## src/rtl/clkgen_pwrdn_seq.sv

```systemverilog
module clkgen_pwrdn_seq #(
  parameter int SYNC_STAGES = 2
) (
  input  logic clk,
  input  logic rst_n,
  input  logic ctl_pin,
  input  logic cfg_pd_mode,
  input  logic cfg_sec_keep,
  input  logic div_out_lvl,
  output logic src_sel,
  output logic div_en,
  output logic div_rst,
  output logic div_hiz,
  output logic mclk_en,
  output logic sec_en,
  output logic sec_hiz,
  output logic osc_en
);

  localparam int S_RUN  = 0;
  localparam int S_GATE = 1;
  localparam int S_WAIT = 2;
  localparam int S_HIZ  = 3;
  localparam int S_CLK  = 4;
  localparam int S_DOWN = 5;
  localparam int NST    = 6;

  logic [SYNC_STAGES-1:0] pin_q, lvl_q;
  logic pin_s, lvl_s, req;
  logic [NST-1:0] st, st_nxt;
  logic up, up_nxt;

  always_ff @(posedge clk or negedge rst_n)
    if (!rst_n) begin
      pin_q <= '1;
      lvl_q <= '1;
    end else begin
      pin_q <= {pin_q[SYNC_STAGES-2:0], ctl_pin};
      lvl_q <= {lvl_q[SYNC_STAGES-2:0], div_out_lvl};
    end

  assign pin_s = pin_q[SYNC_STAGES-1];
  assign lvl_s = lvl_q[SYNC_STAGES-1];
  assign req   = cfg_pd_mode & ~pin_s;

  always_comb begin
    st_nxt = st;
    up_nxt = up;
    unique case (1'b1)
      st[S_RUN]:  if (req) st_nxt = NST'(1) << S_GATE;
      st[S_GATE]: begin
        st_nxt = up ? NST'(1) << S_RUN : NST'(1) << S_WAIT;
        if (up) up_nxt = 1'b0;
      end
      st[S_WAIT]: if (!lvl_s) st_nxt = NST'(1) << S_HIZ;
      st[S_HIZ]:  st_nxt = up ? NST'(1) << S_GATE : NST'(1) << S_CLK;
      st[S_CLK]:  st_nxt = up ? NST'(1) << S_HIZ  : NST'(1) << S_DOWN;
      st[S_DOWN]: if (!req) begin
        st_nxt = NST'(1) << S_CLK;
        up_nxt = 1'b1;
      end
      default:    st_nxt = NST'(1) << S_RUN;
    endcase
  end

  always_ff @(posedge clk or negedge rst_n)
    if (!rst_n) begin
      st <= NST'(1) << S_RUN;
      up <= 1'b0;
    end else begin
      st <= st_nxt;
      up <= up_nxt;
    end

  logic clk_off, sec_off;
  assign clk_off = st[S_CLK] | st[S_DOWN];
  assign sec_off = clk_off & ~cfg_sec_keep;

  assign src_sel = ~cfg_pd_mode & pin_s;
  assign div_en  = st[S_RUN];
  assign div_rst = ~st[S_RUN];
  assign div_hiz = st[S_HIZ] | clk_off;
  assign mclk_en = ~clk_off;
  assign sec_en  = ~sec_off;
  assign sec_hiz = sec_off;
  assign osc_en  = ~st[S_DOWN];

endmodule


```

## config.mk

```make
export PLATFORM = sky130hd
export DESIGN_NAME = clkgen_pwrdn_seq
export DESIGN_NICKNAME = d
export VERILOG_FILES = /design/src/rtl/clkgen_pwrdn_seq.sv
export SDC_FILE = /design/constraint.sdc
export NUM_CORES = 1
export LEC_CHECK = 0
export BUFFER_PORTS_ARGS = -buffer_cell sky130_fd_sc_hd__buf_2
export CORE_AREA = 2 2 39 41
export DETAILED_ROUTE_END_ITERATION = 16
export DIE_AREA = 0 0 41 43
export PLACE_DENSITY_LB_ADDON = 0.1
export RECOVER_POWER = 25
export SLEW_MARGIN = 15
export SYNTH_ARGS = -nofsm -noshare
export SYNTH_HDL_FRONTEND = slang
export SYNTH_SLANG_ARGS = --single-unit
```

## constraint.sdc

```tcl
create_clock -name clk -period 1.05 [get_ports clk]
set_clock_uncertainty 0.1 [all_clocks]
set_input_delay 0.21 -clock clk [delete_from_list [all_inputs] [get_ports clk]]
set_output_delay 0.21 -clock clk [all_outputs]
set_load 0.005 [all_outputs]
```

==> metrics.txt, run 1 <==
TritonCTS clock tree done; achievable clock frequency a little under 700 MHz; Slew Viols, Final 0; die span in y 43 um; count of distinct cell types in the synthesized netlist 17; DR WL/cell ~10 um; largest fanout on the critical path 2; htree depth 1; flip-flop and latch count after synthesis 11; Hold/Removal Path Class in2async; max incr delay on CP 0.39 ns; antenna violations before repair 0; logic gate share of total power 49.7%; total overflow reported by the global router 0; total leakage power between 0.3 and 0.4 nW; status finished, violations left; largest cells by area after synthesis dfrtp_1 36%, dfstp_2 31%, a22o_1 4.2%; category of the worst setup path capture point primary output; setup TNS -2.76 ns; busiest grt layer met2; wire length reported by the detailed router 818 um; count of final hold-check violations 0; Ports 14; maximum capacitance violations 0; TritonCTS sink count 11; synthesized area per cell 13.1 um^2; most common library cell in the layout ignoring fill and taps buf_4; delay-heaviest family, CP flip-flops; fraction of met1 tracks used by global routing between 10% and 20%; final weighted congestion of routability-driven global placement about 0.77; routed via count divided by cell count ~4.3; proportion of netlist area held by the largest area contributor 35.7%; number of nets produced by synthesis 38; Finished Layout Cells 79; Crit Path Class reg2out; vias in the first global route 350; die width 41 um; Global Route met3 Usage between 4 and 5%; worst vdd rail ir drop 1.09 mV; share of the core filled with cells in the final layout ~50%; min cycle time layout 1.47 ns; Floorplan Core Area between 1000 and 1500 um^2; buffering stage count on the worst path with inverters included 1; switching portion of total power 29.5%; detailed placement HPWL 574 um; total cell area at the placement stage 543 um^2; power density relative to cell area 2750 nW/um^2; DRC Markers 0; total setup violations reported at the end of the flow 13; GRT Total Usage about an eighth; chain of cells forming the critical path or3_4, buf_6; number of port buffers 13; clock root buffer clkbuf_4; proportion of layout cells with a drive suffix above 1 65.1%; unrepaired setup endpoints after global routing true; ANT nets after route 0; fin area 682 um^2; Syn-to-layout area delta 62.2%; clock-pin slew on the worst setup and hold paths approximately 0.07 ns; largest net degree at the start of global routing 12; final-layout worst hold slack 0.252 ns; measured slew at the worst slew-check pin 0.276 ns; via count 343; number of design-rule violations left by the first detailed-router iteration 6; internal power roughly 1.3 mW; worst-case headroom to the max-slew limit 81.6%; cell type with the highest aggregate area in the netlist dfrtp_1; buffers from clock root to sink, at most 2; clock network fraction of design power 14.9%; Critical Path Start Type flip-flop; first-pass GRT wire length 1370 um; DIE AREA approximately 1800 um^2; master of the slowest instance on the critical path dfrtp_1; critical path arrival 1.16 ns; CTS Buf Count 3; clk_lat worst skew approximately 0.26 ns; sequential area share after synthesis 67.0%; number of iterations in the first detailed-routing pass 4; reported net switching power between 0.5 and 0.6 mW; share of power burned in registers 35.4%; netlist area before placement around 420 um^2; violated checks negative setup slack; Final nets 70; Std-Cell Rows 14; Worst EP required ~0.74 ns; highest-count cells in the layout ignoring fill and taps 11 x buf_4, 9 x buf_2, 6 x dfrtp_1; GRT met2 Usage 18.1%; final antenna diode count 0; post-synthesis instance total 32; instance count after placement with tap cells included 66; Starting Density 30.4%; Worst Setup Slack, final -0.421 ns; Warnings, synthesis 0; period utilisation layout 140%
[state kept, by name, indices dropped and copies added (netlist names)]
name / cells
st: 6
lvl_q: 2
pin_q: 2
up: 1
[kinds of logic after synthesis]
logic type             Yosys count  synth area share [%]
AOI/OAI and AO/OA                7                  14.9
buffers and inverters            4                  3.57
DFF                             11                  67.0
and+or+nand+nor                 10                  14.6
[through the flow]
step	worst slack (ns)	power, mW
after floorplan	-0.0802	0.984
after global routing	-0.456	2.03
after global placement	-0.152	1.29
after detailed placement	-0.165	1.30
final	-0.421	1.88
after CTS	-0.430	1.76
[Yosys cell counts]
master / number
or3_1: 1
and2b_2: 1
o2bb2ai_1: 1
nor2b_1: 1
nand2_1: 2
o221ai_2: 1
dfrtp_1: 6
o21ai_0: 1
a22o_1: 2
nor2_1: 2
or2_2: 1
and2b_1: 1
dfstp_2: 5
inv_1: 4
a22o_2: 1
o22ai_1: 1
or3_4: 1
[timing repair]
action                     4_1_cts  5_1_grt
setup buffers                    5        3
hold buffers                     3        0
gates resized for setup          4        6
setup endpoints to repair       13       13
pin swaps                        2        1
hold endpoints to repair        13        0
[final cells by class]
| class | instances | area [um^2] |
|---|---|---|
| Clock buffer | 4 | 26.3 |
| Fill cell | 136 | 702 |
| Inverter | 4 | 15.0 |
| Multi-Input combinational cell | 17 | 143 |
| Sequential cell | 11 | 282 |
| Tap cell | 16 | 20.0 |
| Timing Repair Buffer | 27 | 196 |
[layer usage]
| layer | up-vias | routed length [um] |
|---|---|---|
| met2 | 7 | 407 |
| met3 | 0 | 27 |
| met4 | 0 | 0 |
| met5 | - | 0 |
| met1 | 164 | 383 |
| li1 | 172 | - |
[worst paths after layout]
kind                                 endpoint               start  slack [ns]  cells past startpoint
hold / removal                st[1]$_DFF_PN0_               rst_n        0.25                      2
setup / recovery                      div_hiz     st[3]$_DFF_PN0_       -0.42                      2
setup reg to reg              st[0]$_DFF_PN1_     st[3]$_DFF_PN0_       -0.16                      3
max in group asynchronous  lvl_q[0]$_DFF_PN1_               rst_n        0.32                      2
min in group clk              st[4]$_DFF_PN0_         cfg_pd_mode        0.25                      3
hold reg to reg            pin_q[1]$_DFF_PN1_  pin_q[0]$_DFF_PN1_        0.26                      0
[worst reg2reg max path, stage by stage (launching register included)]
cell	delay, ns
dfrtp_1	0.39
or3_4	0.40
buf_4	0.14
o221ai_2	0.12
[power by group through the flow]
stage / registers, mW / logic, mW / clock network, mW
after floorplan: 0.665 / 0.319 / 0
after global placement: 0.662 / 0.632 / 0
after detailed placement: 0.665 / 0.634 / 0
after CTS: 0.657 / 0.811 / 0.293
after global routing: 0.682 / 1.03 / 0.314
final: 0.664 / 0.934 / 0.279
Power figures use the tool's default switching activity.
==> run 2: changes to the inputs <==
CTS_BUF_LIST = sky130_fd_sc_hd__clkbuf_16   (was default)
==> metrics.txt, run 2 (synthesized netlist as in run 1, its figures left out) <==
Largest register FFs 6; Worst Setup Slack, final -0.391 ns; registers with the highest flip-flop counts st x6, lvl_q x2, pin_q x2; category of the worst setup path capture point primary output; count of final hold-check violations 0; setup TNS -2.47 ns; vias in the first global route between 300 and 400; highest-count cells in the layout ignoring fill and taps 11 x buf_4, 9 x buf_2, 6 x dfrtp_1; min cycle time layout 1.44 ns; Pwr Total 2.29 mW; unrepaired setup endpoints after global routing true; most common library cell in the layout ignoring fill and taps buf_4; number of iterations in the first detailed-routing pass 4; clock root buffer clkbuf_16; die span in y 43 um; measured slew at the worst slew-check pin 0.278 ns; internal power 1.68 mW; DIE AREA 1760 um^2; Syn-to-layout area delta 74.7%; Starting Density a little under a third; Std-Cell Rows 14; Finished Layout Cells 79; timing startpoint of the critical path st[3]$_DFF_PN0_; first-pass GRT wire length 1480 um; wire length reported by the detailed router 871 um; DR WL/cell ~11 um; period utilisation layout 137%; Critical Path Start Type flip-flop; routed via count divided by cell count 4.49; htree depth 1; GRT Total Usage 13.4%; total setup violations reported at the end of the flow 13; TritonCTS sink count 11; Most flops, register st; via count 355; maximum capacitance violations 0; final weighted congestion of routability-driven global placement 0.766; die width between 40 and 50 um; Crit Path Class reg2out; clk_lat worst skew between 0.2 and 0.25 ns; Floorplan Core Area between 1000 and 1500 um^2; Ports 14; CTS Buf Count 3; filler cell count in the final layout 129; share of power burned in registers roughly 29%; worst vdd rail ir drop 1.14 mV; buffers from clock root to sink, at most 2; clock-pin slew on the worst setup and hold paths 0.04 ns; ANT nets after route 0; largest fanout on the critical path 2; TritonCTS clock tree done; area of all sequential standard cells approximately 280 um^2; number of port buffers 13; power density relative to cell area 3110 nW/um^2; switching portion of total power between 20% and 30%; area occupied by multi-input gates 143 um^2; largest net degree at the start of global routing 12; total overflow reported by the global router 0; instance count after placement with tap cells included 66; number of design-rule violations left by the first detailed-router iteration 6; achievable clock frequency between 600 and 700 MHz; total leakage power 0.364 nW; R2R Path Start st[3]$_DFF_PN0_; violated checks negative setup slack; worst-case headroom to the max-slew limit 81.5%; status finished, violations left; Worst EP required 0.74 ns; logic gate share of total power 41.0%; detailed placement HPWL 574 um; Slew Viols, Final 0; Final nets 70; critical path arrival between 1 and 1.5 ns; proportion of layout cells with a drive suffix above 1 65.1%; Hold/Removal Path Class reg2reg; launch instance of the worst min-delay path pin_q[0]$_DFF_PN1_; DRC Markers 0; antenna violations before repair 0; final antenna diode count 0; clock network fraction of design power 29.7%; Place WS -0.165 ns; reported net switching power 0.609 mW
## run 2: what timing repair did
item,4_1_cts,5_1_grt
setup endpoints to repair,13,13
endpoints found under the hold margin,13,0
pin swaps,2,1
setup buffers,5,3
hold buffers,3,0
gates resized for setup,4,6
## run 2: final cells by class
type	instances	area share [%]
Timing Repair Buffer	27	26.7
Inverter	4	2.04
Clock inverter	1	0.511
Tap cell	16	2.73
Multi-Input combinational cell	17	19.4
Sequential cell	11	38.3
Clock buffer	3	10.2
## run 2: routing by layer
layer	wire (um)	GRT usage (%)
met1	358	13.5
met2	442	20.0
met3	52	6.28
met4	18	10.0
met5	0	0
## run 2: through the flow
stage               instance area [um^2]  hold slack, ns  util (%)
finish                               734           0.255      53.1
global route                         734           0.256      53.1
CTS                                  689           0.256      49.8
detailed placement                   543        -0.00743      39.2
global placement                     543         -0.0179      39.2
floorplan                            420          -0.186         -
## run 2: power by group through the flow
stage	clock (mW)	sequential, mW	combinational [mW]
finish	0.680	0.669	0.938
CTS	0.696	0.661	0.815
global route	0.712	0.686	1.04
global placement	0	0.662	0.632
detailed placement	0	0.665	0.634
floorplan	0	0.665	0.319
## run 2: critical path, cell delays in order (launching register included)
cell	delay (ns)
dfrtp_1	0.38
or3_4	0.40
buf_6	0.12
## run 2: final timing paths
kind | endpoint | slack, ns | cells past startpoint
max | div_hiz | -0.39 | 2
max reg2reg | st[0]$_DFF_PN1_ | -0.16 | 3
min in group asynchronous | st[1]$_DFF_PN0_ | 0.29 | 2
max in group asynchronous | lvl_q[0]$_DFF_PN1_ | 0.29 | 2
min reg2reg | pin_q[1]$_DFF_PN1_ | 0.25 | 0
min | pin_q[1]$_DFF_PN1_ | 0.25 | 0
==> run 3: changes to the inputs <==
clock period = 1.2 ns   (was 1.05 ns; I/O delays follow)
==> metrics.txt, run 3 (synthesized netlist as in run 1, its figures left out) <==
detailed placement HPWL between 500 and 600 um; status finished, violations left; number of port buffers 13; final weighted congestion of routability-driven global placement 0.797; critical path arrival ~1.1 ns; clk_lat worst skew ~0.23 ns; DIE AREA between 1500 and 2000 um^2; number of iterations in the first detailed-routing pass 3; Slew Viols, Final 0; Worst Setup Slack, final -0.255 ns; clock root buffer clkbuf_16; GRT Total Usage 12.4%; Starting Density 30.4%; die span in y 43 um; first-pass GRT wire length ~1400 um; DR WL/cell 10.2 um; TritonCTS clock tree done; endpoint of the lowest-slack register-to-register path st[0]$_DFF_PN1_; number of design-rule violations left by the first detailed-router iteration 2; category of the worst setup path capture point primary output; share of the core filled with cells in the final layout 50.2%; violated checks negative setup slack; Hold/Removal Path Class reg2reg; highest-count cells in the layout ignoring fill and taps 10 x buf_2, 9 x buf_4, 6 x dfrtp_1; WHS Path Cells 0; Ports 14; Final nets 68; Critical Path Start Type flip-flop; largest net degree at the start of global routing 12; total cell area at the placement stage about 540 um^2; Floorplan Core Area about 1400 um^2; proportion of layout cells with a drive suffix above 1 about three fifths; total leakage power 0.339 nW; measured slew at the worst slew-check pin 0.569 ns; Pwr Total 1.89 mW; launch instance of the worst min-delay path pin_q[0]$_DFF_PN1_; Syn-to-layout area delta 65.2%; filler cell count in the final layout 125; largest fanout on the critical path 2; via count 330; total overflow reported by the global router 0; endpoint of the worst hold-timing path pin_q[1]$_DFF_PN1_; setup TNS -0.826 ns; count of final hold-check violations 0; vias in the first global route 382; worst vdd rail ir drop 1.18 mV; Largest register FFs 6; Most flops, register st; period utilisation layout 121%; TritonCTS sink count 11; most common library cell in the layout ignoring fill and taps buf_2; routed via count divided by cell count 4.29; DRC Markers 0; R2R Path Start st[3]$_DFF_PN0_; htree depth 1; worst-case headroom to the max-slew limit about 62%; buffers from clock root to sink, at most 2; antenna violations before repair 0; Crit Path Class reg2out; registers with the highest flip-flop counts st x6, lvl_q x2, pin_q x2; area occupied by multi-input gates 125 um^2; fin area 694 um^2; CTS Buf Count 3; final antenna diode count 0; ANT nets after route 0; worst setup slack for register-to-register paths -0.01 ns; unrepaired setup endpoints after global routing true; min cycle time layout 1.46 ns; worst reg-to-reg path cell count 3; total setup violations reported at the end of the flow 9; clock-pin slew on the worst setup and hold paths 0.04 ns; wire length reported by the detailed router 784 um; achievable clock frequency 687 MHz; Std-Cell Rows 14; power density relative to cell area 2720 nW/um^2; area of all sequential standard cells 282 um^2; die width between 40 and 50 um; Place WS -0.0196 ns; maximum capacitance violations 0; Worst EP required between 0.8 and 0.9 ns
run 3: worst max path at each step:
stage / depth (start not counted) / start / endpoint / slack (ns)
detailed placement: 2 / st[5]$_DFF_PN0_ / div_hiz / -0.02
finish: 2 / st[3]$_DFF_PN0_ / div_hiz / -0.26
global route: 2 / st[5]$_DFF_PN0_ / div_hiz / -0.30
global placement: 2 / st[5]$_DFF_PN0_ / div_hiz / -0.0002
CTS: 2 / st[5]$_DFF_PN0_ / div_hiz / -0.27
floorplan: 2 / pin_q[1]$_DFF_PN1_ / st[5]$_DFF_PN0_ / 0.07
run 3: layout make-up:
cell class / instances / share of cell area, %
Sequential cell: 11 / 40.5
Timing Repair Buffer: 25 / 25.0
Multi-Input combinational cell: 17 / 18.0
Clock buffer: 3 / 10.8
Tap cell: 16 / 2.88
Inverter: 4 / 2.16
Clock inverter: 1 / 0.541
run 3: timing repair:
action / CTS / global route
hold buffers: 3 / 0
endpoints found under the hold margin: 8 / 0
gates resized for setup: 3 / 2
endpoints found under the setup margin: 9 / 11
buffers inserted: 5 / 1
pin swaps: 0 / 1
run 3: layer usage:
layer | GRT usage [%] | part of all wire, % | up-vias
li1 | - | - | 166
met1 | 13.6 | 43 | 157
met2 | 19.1 | 53 | 7
met3 | 3.14 | 3.3 | 0
met4 | 10.0 | 0 | 0
met5 | 0 | 0 | -
run 3: report_power, final:
| part | switching (mW) | internal [mW] | leakage [nW] | total [mW] |
|---|---|---|---|---|
| clock network | 0.153 | 0.436 | 0.0423 | 0.590 |
| logic | 0.255 | 0.460 | 0.166 | 0.715 |
| registers | 0.0826 | 0.502 | 0.130 | 0.585 |
run 3: critical path, cell delays in order (launching register included):
cell and delay, ns:
dfrtp_1 0.37, or3_4 0.39, buf_6 0.12
run 3: metrics by stage:
step           instances  hold slack (ns)
2_1_floorplan         32           -0.156
3_3_place_gp          65           0.0133
3_5_place_dp          65           0.0160
4_1_cts               76            0.256
5_1_grt               77            0.261
6_report              77            0.254
